<file path="src/rtl/fts_pkg.sv">
package fts_pkg;
  localparam int IDX_W     = 3;
  localparam int CNT_W     = 8;
  localparam int XTR_W     = 2;
  localparam int NUM_RATES = 6;

  typedef logic [IDX_W-1:0] rate_idx_t;

  typedef struct packed {
    logic [CNT_W-1:0] per;
    logic [XTR_W-1:0] xtr;
  } reload_t;

  function automatic reload_t rate_lookup(rate_idx_t i);
    reload_t r;
    case (i)
      3'd1:    begin r.per = CNT_W'(1);   r.xtr = XTR_W'(0); end
      3'd2:    begin r.per = CNT_W'(10);  r.xtr = XTR_W'(0); end
      3'd3:    begin r.per = CNT_W'(8);   r.xtr = XTR_W'(3); end
      3'd4:    begin r.per = CNT_W'(5);   r.xtr = XTR_W'(0); end
      3'd5:    begin r.per = CNT_W'(250); r.xtr = XTR_W'(0); end
      default: begin r.per = '0;          r.xtr = '0;        end
    endcase
    return r;
  endfunction
endpackage

</file>
<file path="src/rtl/fts_rate_rom.sv">
module fts_rate_rom
  import fts_pkg::*;
(
  input  rate_idx_t idx_i,
  output reload_t   rl_o
);
  always_comb rl_o = rate_lookup(idx_i);
endmodule

</file>
<file path="src/rtl/fts_cfg_check.sv">
module fts_cfg_check
  import fts_pkg::*;
#(
  parameter int                NUM_CH    = 6,
  parameter int                CH_W      = 3,
  parameter logic [NUM_CH-1:0] PROT_MASK = '0
) (
  input  logic              valid_i,
  input  logic [CH_W-1:0]   chan_i,
  input  rate_idx_t         idx_i,
  output logic [NUM_CH-1:0] load_o,
  output logic              bad_o
);
  logic chan_ok, idx_ok, prot_hit;

  always_comb begin
    chan_ok  = 1'b0;
    prot_hit = 1'b0;
    for (int j = 0; j < NUM_CH; j++) begin
      if (chan_i == CH_W'(j)) begin
        chan_ok  = 1'b1;
        prot_hit = PROT_MASK[j];
      end
    end
    idx_ok = (int'(idx_i) < NUM_RATES) && !(prot_hit && idx_i == '0);
    bad_o  = valid_i && !(chan_ok && idx_ok);
    for (int j = 0; j < NUM_CH; j++)
      load_o[j] = valid_i && chan_ok && idx_ok && (chan_i == CH_W'(j));
  end
endmodule

</file>
<file path="src/rtl/fts_channel.sv">
module fts_channel
  import fts_pkg::*;
#(
  parameter rate_idx_t RST_IDX = '0
) (
  input  logic      clk,
  input  logic      rst_n,
  input  logic      tick_i,
  input  logic      load_i,
  input  rate_idx_t load_idx_i,
  output logic      expire_o,
  output logic      fire_o
);
  rate_idx_t        idx_q, idx_n;
  logic [CNT_W-1:0] cnt_q, cnt_n;
  logic [XTR_W-1:0] xtr_q, xtr_n;
  logic             fire_q;
  reload_t          cur_rl, new_rl;
  logic             active;

  fts_rate_rom u_rom (.idx_i(idx_q), .rl_o(cur_rl));

  always_comb begin
    new_rl   = rate_lookup(load_idx_i);
    active   = (cnt_q != '0);
    expire_o = tick_i && active && !load_i && (cnt_q == CNT_W'(1));
    idx_n    = idx_q;
    cnt_n    = cnt_q;
    xtr_n    = xtr_q;
    if (load_i) begin
      idx_n = load_idx_i;
      cnt_n = new_rl.per;
      xtr_n = new_rl.xtr;
    end else if (tick_i && active) begin
      if (cnt_q == CNT_W'(1)) begin
        cnt_n = cur_rl.per;
        if (xtr_q != '0) begin
          if (xtr_q == XTR_W'(1)) begin
            cnt_n = cur_rl.per + CNT_W'(1);
            xtr_n = cur_rl.xtr;
          end else begin
            xtr_n = xtr_q - XTR_W'(1);
          end
        end
      end else begin
        cnt_n = cnt_q - CNT_W'(1);
      end
    end
  end

  always_ff @(posedge clk) begin
    if (!rst_n) begin
      idx_q  <= RST_IDX;
      cnt_q  <= rate_lookup(RST_IDX).per;
      xtr_q  <= rate_lookup(RST_IDX).xtr;
      fire_q <= 1'b0;
    end else begin
      idx_q  <= idx_n;
      cnt_q  <= cnt_n;
      xtr_q  <= xtr_n;
      fire_q <= expire_o;
    end
  end

  assign fire_o = fire_q;

  AST_IDLE_SILENT: assert property (@(posedge clk) disable iff (!rst_n)
    (cnt_q == '0 && !load_i) |=> !fire_q);
  AST_HOLD_NO_TICK: assert property (@(posedge clk) disable iff (!rst_n)
    (!tick_i && !load_i) |=> ($stable(cnt_q) && $stable(xtr_q)));
  AST_WRITE_WINS: assert property (@(posedge clk) disable iff (!rst_n)
    load_i |=> !fire_q);
  AST_CNT_BOUND: assert property (@(posedge clk) disable iff (!rst_n)
    cnt_q <= CNT_W'(251));
endmodule

</file>
<file path="src/rtl/frac_tick_sched.sv">
module frac_tick_sched
  import fts_pkg::*;
#(
  parameter int                NUM_CH    = 6,
  parameter int                NUM_IRQ   = 4,
  parameter logic [NUM_CH-1:0] PROT_MASK = 6'b001100
) (
  input  logic               clk,
  input  logic               rst_n,
  input  logic               base_tick,
  input  logic               cfg_valid,
  output logic               cfg_ready,
  input  logic [2:0]         cfg_chan,
  input  logic [IDX_W-1:0]   cfg_idx,
  output logic               cfg_err,
  output logic [NUM_CH-1:0]  fire,
  output logic [NUM_IRQ-1:0] irq,
  input  logic [NUM_IRQ-1:0] irq_clr
);
  localparam int CH_W = 3;

  logic [NUM_CH-1:0]  load, expire;
  logic               bad, err_q;
  logic [NUM_IRQ-1:0] irq_q;

  assign cfg_ready = 1'b1;

  fts_cfg_check #(.NUM_CH(NUM_CH), .CH_W(CH_W), .PROT_MASK(PROT_MASK)) u_chk (
    .valid_i(cfg_valid), .chan_i(cfg_chan), .idx_i(cfg_idx),
    .load_o(load), .bad_o(bad)
  );

  for (genvar g = 0; g < NUM_CH; g++) begin : g_ch
    fts_channel #(.RST_IDX(PROT_MASK[g] ? rate_idx_t'(1) : rate_idx_t'(0))) u_ch (
      .clk(clk), .rst_n(rst_n), .tick_i(base_tick), .load_i(load[g]),
      .load_idx_i(cfg_idx), .expire_o(expire[g]), .fire_o(fire[g])
    );
  end

  always_ff @(posedge clk) begin
    if (!rst_n) err_q <= 1'b0;
    else        err_q <= bad;
  end
  assign cfg_err = err_q;

  for (genvar i = 0; i < NUM_IRQ; i++) begin : g_irq
    always_ff @(posedge clk) begin
      if (!rst_n) irq_q[i] <= 1'b0;
      else        irq_q[i] <= (irq_q[i] & ~irq_clr[i]) | expire[i];
    end

    AST_IRQ_STICKY: assert property (@(posedge clk) disable iff (!rst_n)
      (irq_q[i] && !irq_clr[i]) |=> irq_q[i]);
    AST_FIRE_SETS_IRQ: assert property (@(posedge clk) disable iff (!rst_n)
      fire[i] |-> irq_q[i]);
  end
  assign irq = irq_q;

  AST_ERR_BLOCKS_LOAD: assert property (@(posedge clk) disable iff (!rst_n)
    cfg_err |-> $past(load) == '0);
endmodule

</file>
<file path="config.mk">
export PLATFORM = sky130hd
export DESIGN_NAME = frac_tick_sched
export DESIGN_NICKNAME = d
export VERILOG_FILES = /design/src/rtl/fts_pkg.sv /design/src/rtl/fts_rate_rom.sv /design/src/rtl/fts_cfg_check.sv /design/src/rtl/fts_channel.sv /design/src/rtl/frac_tick_sched.sv
export SDC_FILE = /design/constraint.sdc
export NUM_CORES = 1
export LEC_CHECK = 0
export BUFFER_PORTS_ARGS = -buffer_cell sky130_fd_sc_hd__buf_2
export CAP_MARGIN = 20
export CORE_MARGIN = 4
export CORE_UTILIZATION = 50
export CTS_BUF_LIST = sky130_fd_sc_hd__clkbuf_4
export DETAILED_ROUTE_END_ITERATION = 6
export PLACE_DENSITY = 0.74
export SLEW_MARGIN = 25
export SYNTH_ARGS = -nofsm -noshare
export SYNTH_HDL_FRONTEND = slang
export SYNTH_SLANG_ARGS = --single-unit
</file>
<file path="constraint.sdc">
create_clock -name clk -period 2 [get_ports clk]
set_input_delay 0.2 -clock clk [delete_from_list [all_inputs] [get_ports clk]]
set_output_delay 0.2 -clock clk [all_outputs]
set_load 0.01 [all_outputs]
</file>
## Word level (Yosys, flattened, before mapping)

Index checks and enable logic that the tools add are counted.

| cells by class | value |
|---|---|
| bitwise logic cells | 12 |
| add/subtract/negate cells | 18 |
| reductions and logical operators | 76 |
| equality and inequality tests | 52 |
| mux-type cells | 77 |
| magnitude comparators | 1 |

Operator list:

| operator | number |
|---|---|
| $pmux W10 S5 | 7 |
| $mux W8 | 30 |
| $mux W2 | 30 |
| $add A8 B1 Y8 const B | 6 |
| $eq A3 B2 Y1 const B | 16 |
| $eq A3 B3 Y1 const B | 16 |
| $eq A8 B1 Y1 const B | 6 |
| $reduce_bool A2 Y1 | 24 |
| $reduce_bool A8 Y1 | 6 |
| $sub A8 B1 Y8 const B | 6 |
| $logic_and A1 B1 Y1 | 30 |
| $eq A3 B1 Y1 const B | 8 |
| $reduce_and A3 Y1 | 6 |
| $eq A2 B1 Y1 const B | 6 |
| $sub A2 B1 Y2 const B | 6 |
| $mux W1 | 10 |
| $logic_not A1 Y1 | 8 |
| $logic_not A3 Y1 | 2 |
| $and A1 B1 Y1 | 4 |
| $not A1 Y1 | 4 |
| $or A1 B1 Y1 | 4 |
| $lt A3 B3 Y1 const B | 1 |

| storage, ports and cells | value |
|---|---|
| output and inout port bits | 12 |
| word-level logic and storage cells | 265 |
| register bits after elaboration | 89 |
| input bits | 14 |

## Logic depth before layout (Yosys ltp)

Gate-level depths: netlist of the first run.

| logic depth | value |
|---|---|
| word-level depth | 14 |
| gate-level depth with buffers | 9 |
| gate-level depth less buffers | 8 |

## Modules after synthesis

A second synthesis of the first run with hierarchy kept.

| unflattened totals | value |
|---|---|
| cell total of the unflattened synthesis | 1008 |
| area, all modules | 7828.8 um^2 |

By module, submodules not included:

| module | instances | seq. area each (um^2) | cells an instance | area an instance (um^2) |
|---|---|---|---|---|
| fts_channel (g_ch[0].u_ch ...) | 4 | 280.3 | 145 | 1112.3 |
| fts_channel (g_ch[2].u_ch ...) | 2 | 280.3 | 157 | 1257.5 |
| fts_rate_rom (g_ch[0].u_ch.u_rom ...) | 4 | 0.0 | 14 | 91.3 |
| frac_tick_sched | 1 | 100.1 | 16 | 202.7 |
| fts_rate_rom (g_ch[4].u_ch.u_rom ...) | 2 | 0.0 | 14 | 83.8 |
| fts_cfg_check | 1 | 0.0 | 14 | 128.9 |

## Worst setup path before layout of the first run

Ideal clock, no wire load.

| path | value |
|---|---|
| kind | register -> register |
| start point | reg g_ch[0].u_ch.cnt_q[0] |
| end point | reg g_ch[0].u_ch.xtr_q[0] |
| buffers on the path | 1 |
| clock period less this slack | 2.073 ns |
| arrival | 1.942 ns |
| setup slack | -0.073 ns |
| data required time | 1.870 ns |
| setup time | 0.130 ns |
| stages on the path, launching flop included | 8 |
| path through | dfxtp_1 > ha_1 > or3b_2 > clkbuf_1 > or4_4 > nor2_4 > mux2i_1 > o22ai_1 |

| on the way | value |
|---|---|
| longest elaborated chain between the ends | 4 |
| elaborated cells on any way between the ends | 6 |
| those cells by class | eq/ne (1); reduce/logical (5) |

RTL lines:

| item | line | RTL |
|---|---|---|
| from (decl) | fts_channel.sv:15 | `logic [CNT_W-1:0] cnt_q, cnt_n;` |
| from (signal assigned) | fts_channel.sv:54 | `cnt_q <= rate_lookup(RST_IDX).per;` |
| from (signal assigned) | fts_channel.sv:59 | `cnt_q <= cnt_n;` |
| $reduce_bool A8 Y1 | fts_channel.sv:25 | `active = (cnt_q != '0);` |
| $logic_and A1 B1 Y1 | fts_channel.sv:34 | `end else if (tick_i && active) begin` |
| $reduce_bool A2 Y1 (no source line) | -- |  |
| $reduce_and A3 Y1 (no source line) (*) | -- |  |
| to (signal assigned) | fts_channel.sv:55 | `xtr_q <= rate_lookup(RST_IDX).xtr;` |
| to (signal assigned) | fts_channel.sv:60 | `xtr_q <= xtr_n;` |
| to (decl) | fts_channel.sv:16 | `logic [XTR_W-1:0] xtr_q, xtr_n;` |

Every way passes the cells marked *; elsewhere a longest branch is shown, timed or not.
A chain may end at the register's enable or synchronous reset.

## Final worst setup path of the first run

| path | value |
|---|---|
| start point | reg g_ch[0].u_ch.cnt_q[5] |
| end point | reg g_ch[0].u_ch.xtr_q[1] |

Same word-level chain as after synthesis.

==> impl_metrics.toml, run 1 <==
[layout]
drive_gt1_frac = 0.171
fin_nets = 878
finalInstanceArea_sq_mm = 0.00684
antenna-diode-count = 0
syn_to_final_growth_pct = 13.0

[placement]
place_hpwl_um = 11900
place_area_sq_mm = 0.00663
portBuffers = 24
place_congestion = 0.940

[grt]
antenna_found_initial = 0
overflow = 0
grt_pass1_vias = 5757
grt_usage = 0.230
grt_pass1_wl_um = 26900
grt_max_degree = 44

[pwr]
p_leak_uw = 0.00260
ir_drop_v = 0.000385
powerDensity_mw_per_mm2 = 853
total_power_uw = 5840

[synth]
synth_nets = 824
netlist_instances = 778
ys.flop_type = "dfxtp_1"
synth.most_common_cell = "dfxtp_1"
yosys.area.top_type = "dfxtp_1"
syn_area_sq_mm = 0.00605
synthTopCellsByArea = "dfxtp_1, ha_1, o21ai_0, nand2_1, nor2_1"
yosysTopAreaCellShare = 0.294
synth.avg_cell_area_sq_um = 7.78
ys_types = 71
ys_seq_area_frac = 0.294
synth-edff-count = 0
ys_ff_latch = 89
ys_warn_count = 0
synth_common_cells = "dfxtp_1, nand2_1, nor2_1, o21ai_0, a21oi_1"
async_flop_share = 0

[cts]
cts-root-buf = "clkbuf_4"
cts_sinks = 89
clock_latency_ps = 480
cts_buffers = 9
htreeDepth = 3
cts_tree = "done"
clkTransAtPathRegs_ps = 140
clock_path_buffers = 2

[timing]
slew_headroom = 0.526
tns_ps = 0
max_freq_ghz = 0.504
setup_viol_count_final = 0
worst_pin_slew_ps = 704
rsz0062_at_grt = "true"
fin_crit_sh = 0.992
hold_viol = 0
fin_crit_ps = 1980
finalClockSkew_ps = 14.1
slew_viol_final = 0

[outcome]
status = "complete, no violations"

[die]
dieWidth_um = 118
rows = 39
boundaryPins = 26
die_h_um = 118
start_util = 0.521
coreArea_sq_mm = 0.0116
fp.dieArea_sq_mm = 0.0139

[setup_path]
crit_top_cell = "or4_4"
cp_cell_sequence = "or4_4, or4_4, nor2_4, mux2i_1, o22ai_1"
required_ps = 2360
startpoint = "g_ch[0].u_ch.cnt_q[5]$_SDFFE_PN0P_"
worst_ep_arrival_time_ps = 2350
r2r_cells = 5
cpMaxStageDelayCell = "or4_4"
cp_max_fo = 5
crit_type = "reg -> reg"
critPathMaxStageDelay_ps = 570
cp-start-kind = "flip-flop"
r2r-start = "g_ch[0].u_ch.cnt_q[5]$_SDFFE_PN0P_"
cp-end-kind = "flip-flop"

[drt]
routed_wl_um = 16400
num_vias = 6066
first_pass_iters = 6
drc_errors = 0
ant_nets = 0
routedWlPerCell_um = 16.7
drt-initial-drc-count = 565
viasPerCell = 6.19

[min_path]
min_delay_path_depth = 3
hold_path.class = "in -> reg"
worstHoldStart = "irq_clr[2]"

[job]
maxCapViolCount = 0
[per-layer routing]
layer | vias to the layer above | wire, um | GRT usage
li1 | 2977 | - | -
met1 | 2882 | 7080 | 0.274
met2 | 169 | 8070 | 0.402
met3 | 38 | 847 | 0.0514
met4 | 0 | 410 | 0.0864
met5 | - | 0 | 0
[cells in the final DEF (no fill, tap or decap), types with 13 or more instances in the layout]
master | netlist | final
dfxtp_1 | 89 | 82
nand2_1 | 77 | 77
nor2_1 | 65 | 63
o21ai_0 | 64 | 62
buf_4 | 7 | 62
a21oi_1 | 40 | 40
inv_1 | 38 | 36
ha_1 | 32 | 29
buf_2 | 1 | 24
nor3_1 | 21 | 21
o22ai_1 | 21 | 21
a31oi_1 | 21 | 21
mux2i_1 | 19 | 19
xnor2_1 | 14 | 14
o31ai_1 | 14 | 14
nand3b_1 | 13 | 13
nand4_1 | 13 | 13
[cells by family after synthesis]
logic type / after synthesis / synth area share
DFF: 89 / 0.294
other: 1 / 0.000619
xor gates and xnor gates: 25 / 0.0362
AOI/OAI and AO/OA: 232 / 0.248
buffers and inverters: 86 / 0.0593
and+or+nand+nor: 288 / 0.253
muxes: 25 / 0.0426
adders and majority gates: 32 / 0.0661
[sequential cells by signal, summed over array words and instances, names as in the netlist]
| name | flops |
|---|---|
| g_ch.u_ch.cnt_q | 48 |
| g_ch.u_ch.idx_q | 18 |
| g_ch.u_ch.xtr_q | 12 |
| g_ch.u_ch.fire_o | 6 |
| irq | 4 |
| cfg_err | 1 |
[critical path, delay by kind of cell (launching register included)]
| family | cells | cell delay, ps |
|---|---|---|
| compound gates | 1 | 90 |
| flops | 1 | 340 |
| mux | 1 | 190 |
| simple gates | 3 | 1250 |
[what timing repair did]
item	4_1_cts	5_1_grt
gates resized for setup	1	14
buffers inserted	1	1
pin swaps	2	1
gates cloned	0	0
endpoints found under the hold margin	4	0
endpoints found under the setup margin	2	20
hold buffers	4	0
[path summary, 6_finish.rpt]
check	end	slack, ps
min reg2reg	irq[0]$_SDFF_PN0_	500
max	g_ch[0].u_ch.xtr_q[1]$_SDFFE_PN0P_	20
min	irq[2]$_SDFF_PN0_	40
max reg2reg	g_ch[0].u_ch.xtr_q[1]$_SDFFE_PN0P_	20
[where the power goes]
group          switching (uW)  internal (uW)  leakage (uW)
Clock                     636            396     0.0000734
Sequential                295           1990      0.000730
Combinational            1320           1200       0.00179
Total                    2250           3590       0.00260
[area by class of cell]
| type | instances | area [sq um] |
|---|---|---|
| Clock buffer | 11 | 82.6 |
| Timing Repair Buffer | 91 | 646 |
| Fill cell | 1077 | 4770 |
| Inverter | 38 | 143 |
| Tap cell | 143 | 179 |
| Clock inverter | 5 | 46.3 |
| Multi-Input combinational cell | 603 | 3950 |
| Sequential cell | 89 | 1790 |
[metrics by stage]
stage / util / cells / hold WS [ps] / setup WS, ps
2_1_floorplan: - / 778 / 319 / -26.4
3_3_place_gp: 0.571 / 958 / 468 / 71.8
3_5_place_dp: 0.571 / 958 / 475 / 10.5
4_1_cts: 0.586 / 979 / 7.11 / 14.0
5_1_grt: 0.589 / 980 / 14.3 / -44.9
6_report: 0.589 / 980 / 39.5 / 15.2
No activity file was read; power rests on OpenSTA's default activity.
==> run 2, diff against run 1 <==
--- a/config.mk
+++ b/config.mk
@@ -11,7 +11,7 @@
 export CORE_UTILIZATION = 50
 export CTS_BUF_LIST = sky130_fd_sc_hd__clkbuf_4
 export DETAILED_ROUTE_END_ITERATION = 6
-export PLACE_DENSITY = 0.74
+export PLACE_DENSITY = 0.72
 export SLEW_MARGIN = 25
 export SYNTH_ARGS = -nofsm -noshare
 export SYNTH_HDL_FRONTEND = slang
==> constraint.sdc (replaced) <==
create_clock -name clk -period 2.4 [get_ports clk]
set_input_delay 0.24 -clock clk [delete_from_list [all_inputs] [get_ports clk]]
set_output_delay 0.24 -clock clk [all_outputs]
set_load 0.01 [all_outputs]
==> run 2 against run 1 <==
Compared with the run above: non-clock buffer count fell by 34; critical endpoint is now g_ch[1].u_ch.xtr_q[1]$_SDFFE_PN0P_; clock power barely moved; count of clock-buffer cells in the layout fell by 2; global-route usage fell by 0.45 points; highest routed layer unchanged; die area did not move; total power fell by 17%; maximum frequency fell by 11%; final area fell by 4.1%; worst hold slack improved by 11 ps; core utilization fell by 2.4 points; final cell count fell by 3.5%.
==> impl_metrics.toml, run 2 (synthesis gave the netlist of run 1 again) <==
[pwr]
p_leak_uw = 0.00245
powerDensity_mw_per_mm2 = 740
ir_drop_v = 0.000520

[drt]
drt-initial-drc-count = 601
routed_wl_um = 15600
viasPerCell = 6.25
drc_errors = 0
routedWlPerCell_um = 16.5
num_vias = 5914
first_pass_iters = 5
ant_nets = 0

[min_path]
hold_path.class = "in -> reg"

[cts]
cts_tree = "done"
ctsResizeCount = 0
clock_path_buffers = 2
cts-root-buf = "clkbuf_4"
htreeDepth = 3
clkTransAtPathRegs_ps = 150
clock_latency_ps = 470
cts_sinks = 89
ctsHoldBuffers = 1
cts_buffers = 9
post_cts_buffers = 0

[layout]
final_common_cell = "dfxtp_1"
drive_gt1_frac = 0.120
top_register = "g_ch.u_ch.cnt_q"
largest_reg_flops = 48
most-common-layout-cells = "dfxtp_1, nand2_1, nor2_1, o21ai_0, a21oi_1"
utilization = 0.565
reg_top3 = "g_ch.u_ch.cnt_q (48), g_ch.u_ch.idx_q (18), g_ch.u_ch.xtr_q (12)"
fin_nets = 844
final_cells = 946
syn_to_final_growth_pct = 8.43

[timing]
hold_slack_ps = 50.8
fin_crit_ps = 2240
setup_viol_count_final = 0
rsz0062_at_grt = "false"
slew_headroom = 0.350
hold_viol = 0
finalClockSkew_ps = 18.7
worst_pin_slew_ps = 965
slew_viol_final = 0
tns_ps = 0
max_freq_ghz = 0.447
fin_crit_sh = 0.933

[die]
boundaryPins = 26
coreArea_sq_mm = 0.0116
start_util = 0.521
die_h_um = 118
fp.dieArea_sq_mm = 0.0139
dieWidth_um = 118
rows = 39

[grt]
grt_max_degree = 40
antenna_found_initial = 0
grt_usage = 0.226
grt_pass1_wl_um = 26500
overflow = 0
grt_pass1_vias = 5670

[setup_path]
worst_ep_arrival_time_ps = 2570
cp-start-kind = "flip-flop"
cp-end-kind = "flip-flop"
required_ps = 2730
cp_max_fo = 7
crit_type = "reg -> reg"

[placement]
portBuffers = 24
dp_cells = 929
place_hpwl_um = 11400
place_congestion = 0.894

[job]
maxCapViolCount = 0

[outcome]
status = "complete, no violations"
run 2: area by class of cell:
class	instances	area, sq um
diodes	1	2.50
clock buffers	9	67.6
clock inverters	6	108
fillers	1102	5050
inverters	38	143
multi-input cells	603	3910
flip-flops and latches	89	1780
well taps	143	179
repair buffers	57	370
run 2: final timing paths:
path                                            from                            endpoint  slack (ps)  depth (start not counted)
setup / recovery  g_ch[1].u_ch.cnt_q[0]$_SDFFE_PN0P_  g_ch[1].u_ch.xtr_q[1]$_SDFFE_PN0P_         160                          7
hold reg to reg   g_ch[4].u_ch.cnt_q[7]$_SDFFE_PN0P_  g_ch[4].u_ch.cnt_q[6]$_SDFFE_PN0P_         520                          2
hold / removal                            cfg_idx[2]  g_ch[0].u_ch.idx_q[2]$_SDFFE_PN0P_          50                          3
setup reg to reg  g_ch[1].u_ch.cnt_q[0]$_SDFFE_PN0P_  g_ch[1].u_ch.xtr_q[1]$_SDFFE_PN0P_         160                          7
run 2: worst max-delay path: stages, from the launching register on:
cell and delay, ps:
dfxtp_1 450, inv_1 90, ha_1 270, nor4b_1 500, nand3_1 240, nor2_1 250
mux2i_1 230, o22ai_1 80
run 2: per-stage QoR:
step	area [sq um]	setup WS, ps	total power [uW]
2_1_floorplan	6050	327	3320
3_3_place_gp	6380	327	3720
3_5_place_dp	6380	229	3790
4_1_cts	6560	205	4860
5_1_grt	6560	42.3	5210
6_report	6570	161	4860
run 2: layer usage:
layer,vias to the layer above,routed length [um],GRT usage
met5,-,0,0
met4,0,502,0.0974
met3,40,747,0.0327
met2,170,7470,0.388
met1,2791,6890,0.280
li1,2913,-,-
run 2: where the power goes:
| part | switching, uW | internal (uW) | total [uW] |
|---|---|---|---|
| sequential | 249 | 1660 | 1910 |
| combinational | 1050 | 847 | 1900 |
| clock | 533 | 518 | 1050 |
| total | 1830 | 3020 | 4860 |
==> run 3, diff against run 2 <==
--- a/config.mk
+++ b/config.mk
@@ -12,6 +12,7 @@
 export CTS_BUF_LIST = sky130_fd_sc_hd__clkbuf_4
 export DETAILED_ROUTE_END_ITERATION = 6
 export PLACE_DENSITY = 0.72
+export RECOVER_POWER = 100
 export SLEW_MARGIN = 25
 export SYNTH_ARGS = -nofsm -noshare
 export SYNTH_HDL_FRONTEND = slang
==> run 3 against run 2 <==
Compared with the run above: setup slack got worse by 9.9 ps; core utilization down 0.45 points; register-to-register slack about the same; largest power group unchanged.
==> impl_metrics.toml, run 3 (synthesis gave the netlist of run 1 again) <==
[drt]
drc_errors = 0
viasPerCell = 6.25
routedWlPerCell_um = 16.5
first_pass_iters = 5
num_vias = 5917
drt-initial-drc-count = 527
ant_nets = 0
routed_wl_um = 15600

[grt]
grt_pass1_vias = 5670
grt_usage = 0.226
grt_max_degree = 40
overflow = 0
antenna_found_initial = 0
grt_pass1_wl_um = 26500

[setup_path]
required_ps = 2730
cp_cell_sequence = "inv_1, ha_1, nor4b_1, nand3_1, nor2_1, mux2i_1, o22ai_1"
cpMaxStageDelayCell = "nor4b_1"
worst_ep_arrival_time_ps = 2580
worst-path-stages = 7
cp-start-kind = "flip-flop"
crit_type = "reg -> reg"
r2r_cells = 7
cp-end-kind = "flip-flop"
critPathBufInv = 1
critPathTopFamily = "simple AND/OR/NAND/NOR gates"
cp_max_fo = 7
critPathMaxStageDelay_ps = 500

[timing]
worst_pin_slew_ps = 968
hold_viol = 0
setup_viol_count_final = 0
rsz0062_at_grt = "false"
max_freq_ghz = 0.445
fin_crit_sh = 0.937
fin_crit_ps = 2250
slew_headroom = 0.348
finalClockSkew_ps = 19.5
setup_slack_ps = 151
slew_viol_final = 0
tns_ps = 0

[die]
coreArea_sq_mm = 0.0116
start_util = 0.521
dieWidth_um = 118
rows = 39
boundaryPins = 26
die_h_um = 118
fp.dieArea_sq_mm = 0.0139

[pwr]
powerDensity_mw_per_mm2 = 738
p_leak_uw = 0.00237
ir_drop_v = 0.000520

[cts]
post_cts_buffers = 0
cts-root-buf = "clkbuf_4"
cts_tree = "done"
clock_latency_ps = 470
ctsResizeCount = 0
clkTransAtPathRegs_ps = 150
cts_buffers = 9
clock_path_buffers = 2
cts_sinks = 89
ctsHoldBuffers = 1
htreeDepth = 3

[outcome]
status = "complete, no violations"

[min_path]
hold_path.class = "in -> reg"
min_delay_path_depth = 3

[layout]
top_register = "g_ch.u_ch.cnt_q"
reg_top3 = "g_ch.u_ch.cnt_q (48), g_ch.u_ch.idx_q (18), g_ch.u_ch.xtr_q (12)"
final_common_cell = "dfxtp_1"
most-common-layout-cells = "dfxtp_1, nand2_1, nor2_1, o21ai_0, a21oi_1"
drive_gt1_frac = 0.0910
fill_cells = 1110
syn_to_final_growth_pct = 7.56
fin_nets = 844
largest_reg_flops = 48

[placement]
place_hpwl_um = 11400
place_ws_ps = 229
place_congestion = 0.894
portBuffers = 24

[job]
maxCapViolCount = 0
==> run 3: final cells by class <==
| class | instances | area (sq um) | area share |
|---|---|---|---|
| Antenna cell | 1 | 2.50 | 0.000384 |
| Timing Repair Buffer | 57 | 324 | 0.0498 |
| Clock inverter | 6 | 108 | 0.0165 |
| Clock buffer | 9 | 67.6 | 0.0104 |
| Multi-Input combinational cell | 603 | 3910 | 0.600 |
| Sequential cell | 89 | 1780 | 0.274 |
| Inverter | 38 | 143 | 0.0219 |
| Tap cell | 143 | 179 | 0.0275 |
==> run 3: routing by layer <==
metal	GRT usage	wire, um
met4	0.0974	492
met5	0	0
met1	0.280	6920
met3	0.0327	770
met2	0.388	7440
==> run 3: where the power goes <==
group | internal (uW) | leakage (uW) | switching [uW]
logic | 809 | 0.00155 | 1040
clock network | 518 | 0.0000934 | 533
registers | 1660 | 0.000727 | 245
==> run 3: stage by stage <==
step | power (uW) | instances | utilization | cell area [sq um] | hold slack (ps)
global route | 5170 | 945 | 0.561 | 6510 | 39.8
finish | 4810 | 946 | 0.561 | 6510 | 49.6
detailed placement | 3790 | 929 | 0.549 | 6380 | 490
floorplan | 3320 | 778 | - | 6050 | 359
global placement | 3720 | 929 | 0.549 | 6380 | 463
CTS | 4860 | 945 | 0.565 | 6560 | 19.9
==> run 3: worst paths after layout <==
check / from / endpoint / slack [ps]
max: g_ch[1].u_ch.cnt_q[0]$_SDFFE_PN0P_ / g_ch[1].u_ch.xtr_q[1]$_SDFFE_PN0P_ / 150
min: cfg_idx[2] / g_ch[0].u_ch.idx_q[2]$_SDFFE_PN0P_ / 50
max reg2reg: g_ch[1].u_ch.cnt_q[0]$_SDFFE_PN0P_ / g_ch[1].u_ch.xtr_q[1]$_SDFFE_PN0P_ / 150
min reg2reg: g_ch[4].u_ch.cnt_q[7]$_SDFFE_PN0P_ / g_ch[4].u_ch.cnt_q[6]$_SDFFE_PN0P_ / 520
==> run 3: worst reg2reg max path: cells and delay by family, from the launching register on <==
family          cells  cell delay (ps)
compound gates      1               80
fa+ha+maj           1              270
buf+inv             1               90
flops               1              450
mux                 1              230
simple gates        3             1000
